### src/rtl/spi_tx_pkg.sv
// Package: shared types for the SPI transmitter.
// Assumes: nothing beyond IEEE 1800-2017 synthesis subset.
package spi_tx_pkg;

    // Shifter operating state
    typedef enum logic {
        SH_IDLE  = 1'b0,
        SH_SHIFT = 1'b1
    } sh_state_t;

    // Latched serial configuration
    typedef struct packed {
        logic cpol;
        logic cpha;
    } mode_cfg_t;

endpackage

### src/rtl/spi_tx_fifo.sv
// Module: spi_tx_fifo
// Synchronous byte queue with a registered occupancy count.
// Assumes: DEPTH is a power of two; pushes while full are dropped, pops
// are issued only while not empty; fullness is judged before any pop.
module spi_tx_fifo #(
    parameter int W     = 8,
    parameter int DEPTH = 8,
    localparam int AW   = $clog2(DEPTH),
    localparam int CW   = AW + 1
) (
    input  logic          clk,
    input  logic          rst_n,
    input  logic          push,
    input  logic [W-1:0]  wdata,
    input  logic          pop,
    output logic [W-1:0]  rdata,
    output logic          empty,
    output logic          not_full,
    output logic [CW-1:0] count
);
    logic [W-1:0]  mem [DEPTH];
    logic [AW-1:0] wr_ptr;
    logic [AW-1:0] rd_ptr;
    logic          do_push;
    logic          do_pop;

    assign empty    = (count == '0);
    assign not_full = (count != CW'(DEPTH));
    assign do_push  = push && not_full;
    assign do_pop   = pop && !empty;
    assign rdata    = mem[rd_ptr];

    // Store accepted bytes
    always_ff @(posedge clk) begin
        if (do_push) begin
            mem[wr_ptr] <= wdata;
        end
    end

    // Advance pointers and occupancy
    always_ff @(posedge clk) begin
        if (!rst_n) begin
            wr_ptr <= '0;
            rd_ptr <= '0;
            count  <= '0;
        end else begin
            if (do_push) wr_ptr <= wr_ptr + 1'b1;
            if (do_pop)  rd_ptr <= rd_ptr + 1'b1;
            case ({do_push, do_pop})
                2'b10:   count <= count + 1'b1;
                2'b01:   count <= count - 1'b1;
                default: count <= count;
            endcase
        end
    end
endmodule

### src/rtl/spi_tx_baud.sv
// Module: spi_tx_baud
// Emits a one-cycle tick at the end of every serial half period.
// Assumes: half == 0 is treated as 1; the counter stays cleared while not running.
module spi_tx_baud #(
    parameter int DIV_W = 8
) (
    input  logic             clk,
    input  logic             rst_n,
    input  logic             run,
    input  logic [DIV_W-1:0] half,
    output logic             tick
);
    logic [DIV_W-1:0] cnt;
    logic [DIV_W-1:0] limit;

    assign limit = (half == '0) ? '0 : half - 1'b1;
    assign tick  = run && (cnt == limit);

    // Count system cycles inside the current half period
    always_ff @(posedge clk) begin
        if (!rst_n) begin
            cnt <= '0;
        end else if (!run || tick) begin
            cnt <= '0;
        end else begin
            cnt <= cnt + 1'b1;
        end
    end
endmodule

### src/rtl/spi_tx_shifter.sv
// Module: spi_tx_shifter
// Pulls bytes from the queue and serialises them MSB first on sclk/mosi.
// Assumes: tick marks half-period ends; mode is stable while busy.
module spi_tx_shifter
    import spi_tx_pkg::*;
#(
    parameter int DATA_W = 8,
    localparam int EW    = $clog2(2 * DATA_W),
    localparam int LAST  = 2 * DATA_W - 1
) (
    input  logic              clk,
    input  logic              rst_n,
    input  logic              en,
    input  mode_cfg_t         mode,
    input  logic              tick,
    input  logic              q_empty,
    input  logic [DATA_W-1:0] q_data,
    output logic              pop,
    output logic              busy,
    output logic              sclk,
    output logic              mosi
);
    sh_state_t         state;
    logic [DATA_W-1:0] shreg;
    logic [EW-1:0]     edge_idx;
    logic              sclk_q;
    logic              mosi_q;
    logic              at_last;
    logic              leading;

    assign at_last = tick && (edge_idx == EW'(LAST));
    assign leading = !edge_idx[0];
    assign pop     = en && !q_empty && ((state == SH_IDLE) || at_last);
    assign busy    = (state == SH_SHIFT);
    assign sclk    = busy ? sclk_q : mode.cpol;
    assign mosi    = mosi_q;

    // Sequence the bit edges and the byte loads
    always_ff @(posedge clk) begin
        if (!rst_n) begin
            state    <= SH_IDLE;
            shreg    <= '0;
            edge_idx <= '0;
            sclk_q   <= 1'b0;
            mosi_q   <= 1'b0;
        end else if (state == SH_IDLE) begin
            if (pop) begin
                state    <= SH_SHIFT;
                sclk_q   <= mode.cpol;
                edge_idx <= '0;
                if (!mode.cpha) begin
                    mosi_q <= q_data[DATA_W-1];
                    shreg  <= q_data << 1;
                end else begin
                    shreg  <= q_data;
                end
            end
        end else if (tick) begin
            sclk_q   <= !sclk_q;
            edge_idx <= edge_idx + 1'b1;
            if (leading) begin
                if (mode.cpha) begin
                    mosi_q <= shreg[DATA_W-1];
                    shreg  <= shreg << 1;
                end
            end else if (at_last) begin
                if (pop) begin
                    edge_idx <= '0;
                    if (!mode.cpha) begin
                        mosi_q <= q_data[DATA_W-1];
                        shreg  <= q_data << 1;
                    end else begin
                        shreg  <= q_data;
                    end
                end else begin
                    state <= SH_IDLE;
                end
            end else if (!mode.cpha) begin
                mosi_q <= shreg[DATA_W-1];
                shreg  <= shreg << 1;
            end
        end
    end
endmodule

### src/rtl/spi_tx_master.sv
// Module: spi_tx_master (top)
// SPI master transmitter: byte queue, half-period timer and shifter.
// Assumes: host drives the select line itself and writes only while not_full.
module spi_tx_master
    import spi_tx_pkg::*;
#(
    parameter int DATA_W = 8,
    parameter int DEPTH  = 8,
    parameter int DIV_W  = 8,
    localparam int CW    = $clog2(DEPTH) + 1
) (
    input  logic              clk,
    input  logic              rst_n,
    input  logic              en,
    input  logic              cfg_cpol,
    input  logic              cfg_cpha,
    input  logic [DIV_W-1:0]  cfg_half,
    input  logic              wr_en,
    input  logic [DATA_W-1:0] wr_data,
    output logic              not_full,
    output logic              busy,
    output logic              sclk,
    output logic              mosi
);
    mode_cfg_t         mode_r;
    logic [DIV_W-1:0]  half_r;
    logic              q_empty;
    logic [DATA_W-1:0] q_data;
    logic [CW-1:0]     fifo_count;
    logic              pop;
    logic              tick;

    // Latch configuration only while disabled and idle
    always_ff @(posedge clk) begin
        if (!rst_n) begin
            mode_r <= '0;
            half_r <= DIV_W'(1);
        end else if (!en && !busy) begin
            mode_r.cpol <= cfg_cpol;
            mode_r.cpha <= cfg_cpha;
            half_r      <= cfg_half;
        end
    end

    spi_tx_fifo #(.W(DATA_W), .DEPTH(DEPTH)) u_fifo (
        .clk      (clk),
        .rst_n    (rst_n),
        .push     (wr_en),
        .wdata    (wr_data),
        .pop      (pop),
        .rdata    (q_data),
        .empty    (q_empty),
        .not_full (not_full),
        .count    (fifo_count)
    );

    spi_tx_baud #(.DIV_W(DIV_W)) u_baud (
        .clk   (clk),
        .rst_n (rst_n),
        .run   (busy),
        .half  (half_r),
        .tick  (tick)
    );

    spi_tx_shifter #(.DATA_W(DATA_W)) u_shift (
        .clk     (clk),
        .rst_n   (rst_n),
        .en      (en),
        .mode    (mode_r),
        .tick    (tick),
        .q_empty (q_empty),
        .q_data  (q_data),
        .pop     (pop),
        .busy    (busy),
        .sclk    (sclk),
        .mosi    (mosi)
    );
endmodule

### config.mk
export PLATFORM = sky130hd
export DESIGN_NAME = spi_tx_master
export DESIGN_NICKNAME = d
export VERILOG_FILES = /design/src/rtl/spi_tx_pkg.sv /design/src/rtl/spi_tx_fifo.sv /design/src/rtl/spi_tx_baud.sv /design/src/rtl/spi_tx_shifter.sv /design/src/rtl/spi_tx_master.sv
export SDC_FILE = /design/constraint.sdc
export NUM_CORES = 1
export LEC_CHECK = 0
export BUFFER_PORTS_ARGS = -buffer_cell sky130_fd_sc_hd__buf_2
export CAP_MARGIN = 25
export CORE_MARGIN = 1.5
export CORE_UTILIZATION = 47
export CTS_CLUSTER_SIZE = 20
export DETAILED_ROUTE_END_ITERATION = 12
export PLACE_DENSITY = 0.65
export SETUP_SLACK_MARGIN = 0.5
export SLEW_MARGIN = 15
export SYNTH_ARGS = -nofsm -noshare
export SYNTH_HDL_FRONTEND = slang
export SYNTH_SLANG_ARGS = --single-unit
### constraint.sdc
create_clock -name clk -period 3.34 [get_ports clk]
set_input_delay 0.167 -clock clk [delete_from_list [all_inputs] [get_ports clk]]
set_output_delay 0.167 -clock clk [all_outputs]
set_load 0.1 [all_outputs]
==> flow_metrics.env <==
export IMPL_outcome="complete, no violations"
export IMPL_htree_levels=3
export IMPL_ys_seq_elements=110
export IMPL_io_pins=26
export IMPL_fin_area_um2=5910
export IMPL_crit_fanout=7
export IMPL_rows=37
export IMPL_grt_pass1_wl_mm=17.0
export IMPL_leakage_nw=2.02
export IMPL_rsz0062_at_grt="yes"
export IMPL_synth_xor_area_frac=0.0256
export IMPL_netlist_top_cells_area="edfxtp_1 38%, dfxtp_1 18%, mux4_2 7.0%"
export IMPL_max_stage_delay_ns=0.47
export IMPL_dpl_hpwl_mm=6.97
export IMPL_layout_nets=508
export IMPL_synth_most_common_cell="edfxtp_1"
export IMPL_synth_ff_type="edfxtp_1"
export IMPL_hold_class="in -> reg"
export IMPL_synth_net_count=465
export IMPL_fin_worst_skew_ns=0.00964
export IMPL_drive_gt1_frac=0.261
export IMPL_critPathLaunchType="register"
export IMPL_place_gp_congestion=0.848
export IMPL_wl_mm=10.5
export IMPL_syn_area_per_cell_um2=11.8
export IMPL_min_path_cells=3
export IMPL_clock_root_buffer="clkbuf_8"
export IMPL_netlist_area_um2=5120
export IMPL_ant_nets=0
export IMPL_synth_simple_gate_area_share=0.159
export IMPL_rrSetupSlack_ns=0.07
export IMPL_ys_seq_area_frac=0.555
export IMPL_clock_sinks=110
export IMPL_vias_per_cell=5.83
export IMPL_tightest_slew_ns=0.913
export IMPL_pre_cts_ws_ns=0.0551
export IMPL_ff2ff_path_depth=14
export IMPL_clkLatencyLatePin_ns=0.38
export IMPL_grt_start_max_net_pins=27
export IMPL_gr_total_overflow=0
export IMPL_netlist_area_leader_share=0.375
export IMPL_area_growth_pct=15.3
export IMPL_die_w_um=107
export IMPL_antenna_found_initial=0
export IMPL_end_kind="register"
export IMPL_numCtsBuffers=9
export IMPL_drv_slew=0
export IMPL_yosysWarnings=0
export IMPL_muxShareOfSynthArea=0.102
export IMPL_cts_tree="done"
export IMPL_max_freq_mhz=306
export IMPL_core_um2=10500
export IMPL_antenna_cells=0
export IMPL_grt_pass1_vias=3361
export IMPL_synthArstFlopShare=0
export IMPL_synth_fa_ha_area_frac=0.0195
export IMPL_maxCapViolCount=0
export IMPL_die_area_um2=11500
export IMPL_postPlaceCellArea_um2=5530
export IMPL_vdd_drop_max_uv=364
export IMPL_first_iter_violations=172
export IMPL_crit_required_ns=3.63
export IMPL_io_buffer_count=25
export IMPL_hold_path_startpoint="cfg_half[3]"
export IMPL_timing_slew_headroom=0.389
export IMPL_hold_viol_final=0
export IMPL_vias=3611
export IMPL_setup_slack_ns=0.0746
export IMPL_cp_data_arrival_time_ns=3.56
export IMPL_first_pass_iters=5
export IMPL_grt_usage=0.192
export IMPL_clockBufferDepth=2
export IMPL_placed_cells=593
export IMPL_initial_core_util=0.490
export IMPL_die_h_um=107
export IMPL_path_buf_inv=1
export IMPL_synth_compound_area_frac=0.113
export IMPL_netlist_instances=435
export IMPL_synthTopCellsByCount="64 x edfxtp_1, 46 x dfxtp_1, 40 x nand2_1"
export IMPL_r2r_start="half_r[0]"
export IMPL_drc=0
export IMPL_period_needed_ns=3.27
export IMPL_yosysTopAreaCell="edfxtp_1"
export IMPL_period_share=0.978
export IMPL_cellPowerDensity_nw_per_um2=674
export IMPL_path_clk_slew_ns=0.12
export IMPL_whs_endpoint="half_r[3]"
export IMPL_wl_per_cell_um=16.9
export IMPL_fin_cells=619
export IMPL_rr_endpoint="u_fifo.count[3]"
export IMPL_path_class="reg -> reg"
export IMPL_setup_viol=0
export IMPL_slowest_stage="or4b_4"
export IMPL_synth_cell_types=60
export IMPL_cp_top_family="simple AND/OR/NAND/NOR gates"
export IMPL_synth_edf_count=64
export IMPL_finalSetupTns_ns=0
export IMPL_synth_top_family_by_area="simple AND/OR/NAND/NOR gates"
export IMPL_crit_chain="inv_4 -> ha_4 -> or4b_4 -> or3_1 -> a21oi_1 -> o32a_1 -> a31oi_4 -> nor2_4 -> ha_4 -> nor2b_4 -> a21oi_2 -> o32a_1 -> or3_1 -> a21oi_1"
## report_power, final
group	switching (mW)	total (mW)	internal [mW]
sequential	0.166	1.76	1.59
combinational	0.801	1.43	0.627
clock	0.501	0.796	0.295
total	1.47	3.98	2.51
## stage by stage
stage          hold WS [ns]  total power [mW]  utilization
6_report             0.0147              3.98        0.565
5_1_grt             0.00189              4.21        0.565
4_1_cts             0.00625              3.94        0.554
3_5_place_dp          0.408              3.10        0.528
3_3_place_gp          0.409              3.08        0.528
2_1_floorplan         0.266              2.77            -
## worst max-delay path by stage
stage | start | end | slack, ns | cells after the start
final | half_r[0] | u_fifo.count[3] | 0.07 | 14
after global routing | half_r[0] | u_fifo.count[2] | -0.05 | 15
after CTS | half_r[1] | u_fifo.count[2] | 0.08 | 15
after detailed placement | half_r[1] | u_fifo.count[3] | 0.06 | 14
after global placement | half_r[0] | u_fifo.count[2] | 0.1 | 15
after floorplan | half_r[0] | u_fifo.count[3] | 0.11 | 15
## flip-flops by register name, indices dropped and copies added (netlist names), named ones only
register          flops
half_r                8
mode_r                2
u_baud.cnt            8
u_fifo.count          4
u_fifo.mem           64
u_fifo.rd_ptr         3
u_fifo.wr_ptr         3
u_shift.busy          1
u_shift.edge_idx      4
u_shift.mosi          1
u_shift.sclk_q        1
u_shift.shreg         8
## routing by layer
metal	wire, um	vias to the layer above	GRT usage
li1	-	1734	-
met2	5280	94	0.328
met1	4500	1769	0.246
met3	545	14	0.0400
met4	163	0	0.0592
met5	0	-	0
## cell type report
cell class	instances	area (um^2)
fill	878	4560
sequential	110	2850
tap	136	170
multi-input combinational	295	2310
clock buffer	9	124
clock inverter	7	71.3
inverter	8	35.0
timing repair buffer	54	345
## tightest hold or removal path, delay by kind of cell
family	cells	cell delay [ns]
AND/OR/NAND/NOR	1	0.05
buffers and inverters	1	0.10
AO/OA/AOI/OAI	1	0.05
## cell usage in the layout (no fill, tap or decap), types with 4 or more instances in the layout
cell type,count
a211oi_1,6
a21oi_1,27
a21oi_2,5
and3_1,11
buf_2,25
buf_4,28
clkbuf_8,9
dfxtp_1,44
edfxtp_1,64
ha_1,4
inv_1,4
mux2i_1,13
mux4_2,16
nand2_1,40
nand2b_1,6
nand3_1,13
nand4_1,5
nand4b_1,4
nor2_1,23
nor2b_1,8
nor3_1,16
nor4_1,4
o21ai_0,15
or3_1,6
xnor2_1,8
xor2_1,7
## kinds of logic after synthesis
kind of cell             Yosys count
AO/OA/AOI/OAI                     84
XOR/XNOR                          15
adder cells (fa/ha/maj)            8
buffers and inverters             30
flip-flops                       110
multiplexers                      32
AND/OR/NAND/NOR                  156
## what timing repair did
action,4_1_cts,5_1_grt
endpoints found under the hold margin,1,0
gates resized for setup,8,18
hold buffers,1,0
setup endpoints to repair,4,27
pin swaps,7,10
setup buffers,5,4
Note: power is estimated with default switching activity, not from simulation.
